File: config.mk
export PLATFORM = sky130hd
export DESIGN_NAME = hostreq_reset_arbiter
export DESIGN_NICKNAME = d
export VERILOG_FILES = /design/src/rtl/hra_pkg.sv /design/src/rtl/hra_sync.sv /design/src/rtl/hra_edge.sv /design/src/rtl/hra_pulse.sv /design/src/rtl/hra_decide.sv /design/src/rtl/hostreq_reset_arbiter.sv
export SDC_FILE = /design/constraint.sdc
export NUM_CORES = 1
export LEC_CHECK = 0
export ABC_CLOCK_PERIOD_IN_PS = 2000
export CORE_ASPECT_RATIO = 0.8
export CORE_MARGIN = 5
export CORE_UTILIZATION = 40
export CTS_CLUSTER_SIZE = 8
export DETAILED_ROUTE_END_ITERATION = 8
export DONT_BUFFER_PORTS = 1
export GPL_TIMING_DRIVEN = 0
export PLACE_DENSITY = 0.6
export REMOVE_ABC_BUFFERS = 1
export SLEW_MARGIN = 30
export SYNTH_ARGS = -nofsm -noshare
export SYNTH_HDL_FRONTEND = slang
export SYNTH_SLANG_ARGS = --single-unit
File: constraint.sdc
create_clock -name clk -period 2 [get_ports clk]
set_input_delay 0.4 -clock clk [delete_from_list [all_inputs] [get_ports clk]]
set_output_delay 0.4 -clock clk [all_outputs]
set_load 0.01 [all_outputs]
File: src/rtl/hra_pkg.sv
package hra_pkg;

  // Synchronised view of the three processor request lines.
  typedef struct packed {
    logic warm;    // warm-reset request, active high
    logic shut_n;  // shutdown request, active low
    logic wdog_n;  // watchdog indication, active low
  } req_t;

  localparam int REQ_W = $bits(req_t);

  // Inactive level of every request line; used as synchroniser reset value.
  localparam req_t REQ_IDLE = '{warm: 1'b0, shut_n: 1'b1, wdog_n: 1'b1};

endpackage

File: src/rtl/hra_sync.sv
module hra_sync #(
  parameter int              WIDTH   = 3,
  parameter int              STAGES  = 2,
  parameter logic [WIDTH-1:0] RST_VAL = '0
) (
  input  logic             clk,
  input  logic             rst,
  input  logic [WIDTH-1:0] d_i,
  output logic [WIDTH-1:0] q_o
);

  logic [WIDTH-1:0] chain_q [STAGES];

  for (genvar g = 0; g < STAGES; g++) begin : g_stage
    logic [WIDTH-1:0] stage_in;
    if (g == 0) begin : g_first
      assign stage_in = d_i;
    end else begin : g_next
      assign stage_in = chain_q[g-1];
    end

    always_ff @(posedge clk) begin
      if (rst) chain_q[g] <= RST_VAL;
      else     chain_q[g] <= stage_in;
    end
  end

  assign q_o = chain_q[STAGES-1];

endmodule

File: src/rtl/hra_edge.sv
module hra_edge
  import hra_pkg::*;
(
  input  logic clk,
  input  logic rst,
  input  req_t lvl_i,
  output logic warm_rise_o,
  output logic shut_evt_o,
  output logic shut_fall_o
);

  req_t prev_q;

  always_ff @(posedge clk) begin
    if (rst) prev_q <= REQ_IDLE;
    else     prev_q <= lvl_i;
  end

  assign warm_rise_o = lvl_i.warm & ~prev_q.warm;
  assign shut_evt_o  = lvl_i.shut_n ^ prev_q.shut_n;
  assign shut_fall_o = ~lvl_i.shut_n & prev_q.shut_n;

endmodule

File: src/rtl/hra_pulse.sv
module hra_pulse #(
  parameter int PULSE_CYCLES = 16
) (
  input  logic clk,
  input  logic rst,
  input  logic start_i,
  output logic rst_n_o
);

  localparam int CNT_W = $clog2(PULSE_CYCLES + 1);
  localparam logic [CNT_W-1:0] CNT_LOAD = CNT_W'(PULSE_CYCLES - 1);

  logic [CNT_W-1:0] cnt_q;
  logic             low_q;

  always_ff @(posedge clk) begin
    if (rst) begin
      cnt_q <= '0;
      low_q <= 1'b0;
    end else if (low_q) begin
      // Active pulse: new starts are ignored, the count only runs down.
      if (cnt_q == '0) low_q <= 1'b0;
      else             cnt_q <= cnt_q - 1'b1;
    end else if (start_i) begin
      cnt_q <= CNT_LOAD;
      low_q <= 1'b1;
    end
  end

  assign rst_n_o = ~low_q;


  cnt_range_chk: assert property (@(posedge clk) disable iff (rst)
    int'(cnt_q) < PULSE_CYCLES);


  cnt_step_chk: assert property (@(posedge clk) disable iff (rst)
    (low_q && $past(low_q)) |-> cnt_q == $past(cnt_q) - 1'b1);


  no_retrig_chk: assert property (@(posedge clk) disable iff (rst)
    ($past(start_i) && $past(low_q) && $past(cnt_q) != '0) |-> (low_q && cnt_q == $past(cnt_q) - 1'b1));

endmodule

File: src/rtl/hra_decide.sv
module hra_decide (
  input  logic clk,
  input  logic rst,
  input  logic warm_rise_i,
  input  logic shut_evt_i,
  input  logic shut_fall_i,
  input  logic wdog_n_i,
  input  logic clear_i,
  output logic shutdown_o
);

  logic want_q;
  logic shut_q;
  logic qualify;

  // A falling shutdown edge is a power-off only with the watchdog idle,
  // no earlier reboot request, and no reboot request in the same cycle.
  assign qualify = shut_fall_i & wdog_n_i & ~want_q & ~warm_rise_i;

  always_ff @(posedge clk) begin
    if (rst) begin
      want_q <= 1'b0;
      shut_q <= 1'b0;
    end else begin
      if (shut_evt_i)       want_q <= 1'b0;
      else if (warm_rise_i) want_q <= 1'b1;

      if (qualify)      shut_q <= 1'b1;
      else if (clear_i) shut_q <= 1'b0;
    end
  end

  assign shutdown_o = shut_q;


  set_cause_chk: assert property (@(posedge clk) disable iff (rst)
    $rose(shut_q) |-> $past(shut_fall_i && wdog_n_i));


  pending_block_chk: assert property (@(posedge clk) disable iff (rst)
    ($past(want_q) && $past(shut_evt_i) && !$past(shut_q)) |-> !shut_q);


  wdog_block_chk: assert property (@(posedge clk) disable iff (rst)
    ($past(!wdog_n_i) && !$past(shut_q)) |-> !shut_q);


  want_clr_chk: assert property (@(posedge clk) disable iff (rst)
    $past(shut_evt_i) |-> !want_q);


  flag_hold_chk: assert property (@(posedge clk) disable iff (rst)
    ($past(shut_q) && !$past(clear_i)) |-> shut_q);

endmodule

File: src/rtl/hostreq_reset_arbiter.sv
module hostreq_reset_arbiter
  import hra_pkg::*;
#(
  parameter int CLK_KHZ     = 100000,
  parameter int PULSE_MS    = 30,
  parameter int SYNC_STAGES = 2
) (
  input  logic clk,
  input  logic rst,
  input  logic warm_req_i,
  input  logic shut_req_n_i,
  input  logic wdog_n_i,
  input  logic flag_clear_i,
  output logic sys_rst_n_o,
  output logic shutdown_o
);

  localparam int PULSE_CYCLES = CLK_KHZ * PULSE_MS;

  req_t raw_req;
  req_t sync_req;
  logic warm_rise;
  logic shut_evt;
  logic shut_fall;

  assign raw_req = '{warm: warm_req_i, shut_n: shut_req_n_i, wdog_n: wdog_n_i};

  hra_sync #(
    .WIDTH  (REQ_W),
    .STAGES (SYNC_STAGES),
    .RST_VAL(REQ_IDLE)
  ) u_sync (
    .clk(clk),
    .rst(rst),
    .d_i(raw_req),
    .q_o(sync_req)
  );

  hra_edge u_edge (
    .clk        (clk),
    .rst        (rst),
    .lvl_i      (sync_req),
    .warm_rise_o(warm_rise),
    .shut_evt_o (shut_evt),
    .shut_fall_o(shut_fall)
  );

  hra_pulse #(
    .PULSE_CYCLES(PULSE_CYCLES)
  ) u_pulse (
    .clk    (clk),
    .rst    (rst),
    .start_i(warm_rise),
    .rst_n_o(sys_rst_n_o)
  );

  hra_decide u_decide (
    .clk        (clk),
    .rst        (rst),
    .warm_rise_i(warm_rise),
    .shut_evt_i (shut_evt),
    .shut_fall_i(shut_fall),
    .wdog_n_i   (sync_req.wdog_n),
    .clear_i    (flag_clear_i),
    .shutdown_o (shutdown_o)
  );


  pulse_cause_chk: assert property (@(posedge clk) disable iff (rst)
    $fell(sys_rst_n_o) |-> $past(warm_rise));


  same_cycle_chk: assert property (@(posedge clk) disable iff (rst)
    ($past(warm_rise) && $past(shut_fall) && !$past(shutdown_o)) |-> !shutdown_o);

endmodule

==> impl_metrics.sql, run 1 <==
INSERT INTO impl_metrics (metric_group, metric, value, unit) VALUES
('clock_network', 'h-tree-depth', '2', ''),
('routing', 'final_antenna_net_count', '0', ''),
('pwr', 'power_density', '911.2', 'mW/mm2'),
('logic_synthesis', 'post_synth_inst_count', '163', ''),
('logic_synthesis', 'netlist_top_cells_count', 'dfxtp_1, a21oi_1, nor2_1, xnor2_1, nor4_1', ''),
('logic_synthesis', 'synth.top_cell.area_share', '44.26', '%'),
('clock_network', 'clockBufferDepth', '2', ''),
('grt', 'grt_remaining_overflow', '0', ''),
('timing', 'finClkSkew', '6.987', 'ps'),
('timing', 'fin_setup_tns', '-77.55', 'ps'),
('routing', 'via_count_of_the_routed_design', '1183', ''),
('clock_network', 'tritoncts', 'done', ''),
('floorplan', 'die_x', '78.30', 'um'),
('grt', 'grt_resource_usage_total', '12.93', '%'),
('logic_synthesis', 'synth_most_common_cell', 'dfxtp_1', ''),
('pwr', 'vdd_drop_max', '0.5772', 'mV'),
('timing', 'final_worst_setup_slack', '-77.55', 'ps'),
('timing', 'final.period_utilization', '103.9', '%'),
('timing', 'fmax', '481.3', 'MHz'),
('routing', 'routedLengthMet1', '1683', 'um'),
('grt', 'antenna_found_initial', '0', ''),
('logic_synthesis', 'synthDistinctLibCells', '44', ''),
('logic_synthesis', 'ys_seq_elements', '33', ''),
('placed_design', 'port_buffers', '0', ''),
('critical_path', 'cp_top_family', 'simple AND/OR/NAND/NOR gates', ''),
('layout', 'area_growth_syn_to_layout', '13.24', '%'),
('floorplan', 'core-area', '0.003518', 'mm2'),
('routing', 'drt_iter0_drc', '62', ''),
('clock_network', 'ctsRootBufferMaster', 'clkbuf_8', ''),
('routing', 'drc', '0', ''),
('critical_path', 'slowest_cell_on_the_critical_path', 'or4_4', ''),
('layout', 'share_of_final_layout_standard_cells_stronger_than_drive_strength_1', '20.36', '%'),
('run_status', 'violations', 'negative setup slack', ''),
('critical_path', 'startpoint', 'u_pulse.cnt_q[15]', ''),
('grt', 'grt_start_max_net_pins', '31', ''),
('logic_synthesis', 'synth-warning-count', '0', ''),
('routing', 'wl_met2', '1429', 'um'),
('critical_path', 'cp-end-kind', 'flip-flop', ''),
('timing', 'setup_violations', '1', ''),
('run', 'cap_violations', '0', ''),
('placed_design', 'final_weighted_congestion_of_routability_driven_global_placement', '0.8594', ''),
('critical_path', 'crit_path_cell_trace', 'or4_4 > or4_4 > nor2_2 > or4b_1 > a31oi_1', ''),
('clock_network', 'numCtsBuffers', '5', ''),
('critical_path', 'criticalPathCategory', 'flip-flop to flip-flop', ''),
('logic_synthesis', 'synth_async_sr_flop_share', '0', '%'),
('timing', 'timing_hold_violations_final', '0', ''),
('routing', 'detailroute.wirelength.met3', '86', 'um'),
('timing', 'hold_ws', '179.2', 'ps'),
('clock_network', 'numClockSinks', '33', ''),
('critical_path', 'worst_ep_arrival_time', '2290', 'ps'),
('pwr', 'total_leakage_power', '0.5834', 'nW'),
('routing', 'dr.max_layer_used', 'met4', ''),
('logic_synthesis', 'cell_taking_the_most_area_after_synthesis', 'dfxtp_1', ''),
('logic_synthesis', 'synth-edff-count', '0', ''),
('timing', 'worst_slew_slack_as_a_fraction_of_its_limit', '62.30', '%'),
('min_path', 'worst_hold_startpoint', 'rst', ''),
('logic_synthesis', 'avgSynthCellArea', '9.158', 'um2'),
('run_status', 'run_status', 'finished with violations', ''),
('grt', 'grt_pass1_vias', '1112', ''),
('floorplan', 'initial_core_util', '42.43', '%'),
('layout', 'end_of_flow_core_utilization', '48.04', '%'),
('timing', 'min_cycle_time_layout', '2078', 'ps'),
('layout', 'fillerInstances', '332', ''),
('pwr', 'totalPowerFinal', '1.540', 'mW'),
('critical_path', 'critPathRequiredTime', '2210', 'ps'),
('logic_synthesis', 'ys.flop_type', 'dfxtp_1', ''),
('routing', 'drt_wl_total', '3210', 'um'),
('floorplan', 'fp-row-count', '19', ''),
('routing', 'wl_per_cell', '15.36', 'um'),
('layout', 'antenna_diodes', '0', ''),
('layout', 'nets', '176', '');
## cells by family after synthesis
family	synth area share (%)
XOR/XNOR	5.867
AO/OA/AOI/OAI	16.35
multiplexers	1.425
AND/OR/NAND/NOR	27.41
flip-flops	44.26
buffers and inverters	3.017
adder cells (fa/ha/maj)	1.676
## final cells by class
class                           count  area, um2  share of cell area, %
Tap cell                           42      52.55                  3.109
Multi-Input combinational cell    118      848.3                  50.19
Timing Repair Buffer                4      30.03                  1.776
Clock buffer                        5      68.82                  4.071
Sequential cell                    33      663.1                  39.23
Inverter                            6      22.52                  1.332
Clock inverter                      1      5.005                 0.2961
## path summary, 6_finish.rpt
kind,endpoint,slack (ps),depth (start not counted)
max,u_pulse.cnt_q[21],-80,5
min,u_pulse.cnt_q[15],180,1
max reg2reg,u_pulse.cnt_q[21],-80,5
min reg2reg,u_sync.chain_q[1][1],410,1
## per-stage QoR
| stage | cells | area [um2] |
|---|---|---|
| after floorplan | 157 | 1470 |
| after global placement | 199 | 1523 |
| after detailed placement | 199 | 1523 |
| after CTS | 209 | 1660 |
| after global routing | 209 | 1690 |
| final | 209 | 1690 |
## placed cells by master (no fill, tap or decap), types with 2 or more instances in the layout
master and instances:
dfxtp_1 31, nor2_1 12, a21oi_1 12, xnor2_1 10
or2_2 7, a31oi_1 7, inv_1 6, nor4_1 5
o21ai_0 5, nor2b_1 5, nand2_1 5, clkbuf_8 5
or4_1 4, buf_4 4, o31ai_1 3, nor4_4 2
nand3b_1 2, or3_1 2, nand2b_1 2, nand3_1 2
nand4_1 2, nor4_2 2, a211oi_1 2, or4_4 2
or3_2 2, dfxtp_2 2
## flip-flops by register name, summed over array words and instances (netlist names)
name / cells
u_edge.prev_q: 2
u_pulse.low_q: 1
u_sync.chain_q: 6
u_decide.want_q: 1
u_decide.shutdown_o: 1
u_pulse.cnt_q: 22
## metal layers
| layer | track usage (%) | vias to the layer above |
|---|---|---|
| met5 | 0 | - |
| met1 | 17.47 | 551 |
| met2 | 19.34 | 11 |
| met4 | 4.585 | 0 |
| li1 | - | 619 |
| met3 | 4.294 | 2 |
## where the power goes
group          internal (mW)  switching (mW)  leakage (nW)
Sequential             0.700          0.0504         0.271
Combinational          0.148           0.188         0.272
Clock                  0.229           0.225        0.0399
## repair_timing
| item | CTS | global route |
|---|---|---|
| setup endpoints to repair | 19 | 16 |
| hold endpoints to repair | 0 | 0 |
| hold buffers | 0 | 0 |
| pin swaps | 4 | 1 |
| setup buffers | 4 | 0 |
| resized for setup | 7 | 5 |
Power figures use the tool's default switching activity.
==> run 2: changes to the inputs <==
Settings changed: PLACE_DENSITY 0.6 to not set, PLACE_DENSITY_LB_ADDON set to 0.3.
==> run 2 against run 1 <==
Effect of this change:
- the run still ends with negative setup slack left
- first-iteration DRC count rose by 9.7%
- register-to-register slack got worse by 20 ps
- non-clock buffer count is 4 higher
- critical path type unchanged
- critical endpoint unchanged
==> impl_metrics.sql, run 2 (synthesis gave the netlist of run 1 again) <==
INSERT INTO impl_metrics (metric_group, metric, value, unit) VALUES
('routing', 'drt_iter0_drc', '68', ''),
('floorplan', 'io_pins', '8', ''),
('run_status', 'run_status', 'finished with violations', ''),
('placed_design', 'final_weighted_congestion_of_routability_driven_global_placement', '0.8759', ''),
('placed_design', 'port_buffers', '0', ''),
('critical_path', 'rrSetupSlack', '-100', 'ps'),
('routing', 'via_count_of_the_routed_design', '1294', ''),
('clock_network', 'cts_hold_buf', '0', ''),
('min_path', 'worst_hold_path_type', 'input port to flip-flop', ''),
('placed_design', 'hpwlAfterDp', '2114', 'um'),
('pwr', 'p_int', '1.146', 'mW'),
('grt', 'grt_remaining_overflow', '0', ''),
('layout', 'mostFrequentLayoutCell', 'dfxtp_1', ''),
('timing', 'min_cycle_time_layout', '2102', 'ps'),
('timing', 'final_worst_setup_slack', '-102.0', 'ps'),
('floorplan', 'core-area', '0.003518', 'mm2'),
('pwr', 'total_leakage_power', '0.6204', 'nW'),
('critical_path', 'startpoint', 'u_pulse.cnt_q[15]', ''),
('clock_network', 'clockBufferDepth', '2', ''),
('floorplan', 'initial_core_util', '42.43', '%'),
('routing', 'drc', '0', ''),
('clock_network', 'ctsRootBufferMaster', 'clkbuf_8', ''),
('timing', 'worst_pin_slew', '546.0', 'ps'),
('clock_network', 'numClockSinks', '33', ''),
('routing', 'final_antenna_net_count', '0', ''),
('run_status', 'violations', 'negative setup slack', ''),
('pwr', 'totalPowerFinal', '1.634', 'mW'),
('critical_path', 'setup.worst_path.start_class', 'flip-flop', ''),
('grt', 'antenna_found_initial', '0', ''),
('pwr', 'share_clk_of_total_power', '30.4', '%'),
('critical_path', 'worst_ep_arrival_time', '2310', 'ps'),
('timing', 'setup_violations', '2', ''),
('timing', 'final.period_utilization', '105.1', '%'),
('layout', 'share_of_final_layout_standard_cells_stronger_than_drive_strength_1', '26.74', '%'),
('pwr', 'p_sw_share', '29.89', '%'),
('grt', 'grt_pass1_wl', '5747', 'um'),
('layout', 'largest-register', 'u_pulse.cnt_q', ''),
('floorplan', 'dieHeight', '64.64', 'um'),
('layout', 'highest_count_cells_in_the_layout_ignoring_fill_and_taps', 'dfxtp_1, nor2_1, a21oi_1, xnor2_1', ''),
('floorplan', 'die_x', '78.30', 'um'),
('critical_path', 'criticalPathCategory', 'flip-flop to flip-flop', ''),
('timing', 'worst_slew_slack_as_a_fraction_of_its_limit', '63.51', '%'),
('layout', 'antenna_diodes', '0', ''),
('clock_network', 'tritoncts', 'done', ''),
('clock_network', 'clk_slew_on_worst_s_h_paths', '70', 'ps'),
('layout', 'largest_reg_flops', '22', ''),
('timing', 'timing_hold_violations_final', '0', ''),
('clock_network', 'h-tree-depth', '2', ''),
('critical_path', 'critical_path.max_fanout', '2', ''),
('timing', 'grt_setup_unrepaired', 'yes', ''),
('routing', 'firstDrtPassIters', '4', ''),
('routing', 'detailed_route_vias_per_instance', '6.047', ''),
('pwr', 'pwr-share-seq', '45.9', '%'),
('clock_network', 'clkLatencyLatePin', '280', 'ps'),
('timing', 'final_max_slew_viol_count', '0', ''),
('layout', 'end_of_flow_core_utilization', '50.21', '%'),
('critical_path', 'worstRegToRegCells', '5', ''),
('critical_path', 'crit_end', 'u_pulse.cnt_q[21]', ''),
('layout', 'layout_top_registers', 'u_pulse.cnt_q (22), u_sync.chain_q (6), u_edge.prev_q (2)', ''),
('grt', 'grt_pass1_vias', '1252', ''),
('timing', 'finClkSkew', '5.552', 'ps'),
('floorplan', 'fp-row-count', '19', ''),
('critical_path', 'critPathRequiredTime', '2210', 'ps'),
('run', 'cap_violations', '0', ''),
('layout', 'fillerInstances', '326', ''),
('pwr', 'power.net_switching', '0.4886', 'mW'),
('critical_path', 'cp-end-kind', 'flip-flop', ''),
('grt', 'grt_start_max_net_pins', '31', ''),
('pwr', 'power_density', '925.1', 'mW/mm2'),
('floorplan', 'fp.dieArea', '0.005061', 'mm2'),
('critical_path', 'startpoint_of_the_worst_register_to_register_path', 'u_pulse.cnt_q[15]', ''),
('routing', 'drt_wl_total', '3460', 'um'),
('grt', 'grt_resource_usage_total', '14.05', '%'),
('clock_network', 'numCtsBuffers', '5', ''),
('critical_path', 'timing.rr.end', 'u_pulse.cnt_q[21]', ''),
('routing', 'wl_per_cell', '16.17', 'um'),
('timing', 'fmax', '475.7', 'MHz'),
('pwr', 'vdd_drop_max', '0.5459', 'mV'),
('layout', 'area_growth_syn_to_layout', '18.36', '%'),
('pwr', 'power.combinational.fraction', '23.7', '%'),
('layout', 'nets', '180', '');
==> run 2: cell types whose count changed in the layout (fill, tap and decap cells not counted), sizes merged <==
cell    before  now
buf          4    8
clkinv       1    0
clkbuf       5    7
==> run 2: layer usage <==
metal	global-route usage [%]	wire length (um)
met1	19.10	1639
met2	20.73	1595
met3	4.432	167
met5	0	0
met4	5.677	58
==> run 2: worst min-delay path by stage <==
stage	from	end	slack, ps	cells past startpoint
6_report	rst	u_pulse.cnt_q[14]	180	1
5_1_grt	rst	u_pulse.cnt_q[1]	160	1
4_1_cts	rst	u_pulse.cnt_q[14]	170	1
3_5_place_dp	u_sync.chain_q[0][0]	u_sync.chain_q[1][0]	400	1
3_3_place_gp	u_sync.chain_q[0][0]	u_sync.chain_q[1][0]	390	1
2_1_floorplan	u_sync.chain_q[0][0]	u_sync.chain_q[1][0]	390	1
==> run 2: power groups by stage <==
stage               clock [mW]  combinational [mW]  sequential, mW
floorplan                    0               0.235           0.744
global placement             0               0.283           0.752
detailed placement           0               0.293           0.754
CTS                      0.512               0.322           0.743
global route             0.547               0.425           0.756
finish                   0.496               0.388           0.750
==> run 2: area by class of cell <==
| type | count | area, um2 | area share (%) |
|---|---|---|---|
| Multi-Input combinational cell | 118 | 875.8 | 49.58 |
| Sequential cell | 33 | 665.6 | 37.68 |
| Clock buffer | 7 | 86.33 | 4.887 |
| Timing Repair Buffer | 8 | 63.81 | 3.612 |
| Tap cell | 42 | 52.55 | 2.975 |
| Inverter | 6 | 22.52 | 1.275 |
==> run 2: stage by stage <==
step	setup WS, ps	hold slack [ps]	area [um2]	cells	TNS [ps]
after CTS	-109.1	170.2	1658	210	-247.7
final	-102.0	179.4	1767	214	-157.4
after detailed placement	-436.6	395.7	1523	199	-3485
after global routing	-150.4	161.3	1767	214	-247.6
after global placement	-368.8	393.7	1523	199	-2682
after floorplan	-81.46	389.5	1470	157	-81.46
==> run 2: what timing repair did <==
item / in CTS / in global routing
buffers inserted: 4 / 4
pin swaps: 4 / 5
gates resized for setup: 5 / 17
endpoints found under the setup margin: 21 / 18
==> run 2: worst max-delay path, cell delays in order (launching register included) <==
cell and delay (ps):
dfxtp_2 320, or4_4 540, or4_4 440, nor2_2 90
or4b_1 440, a31oi_1 190
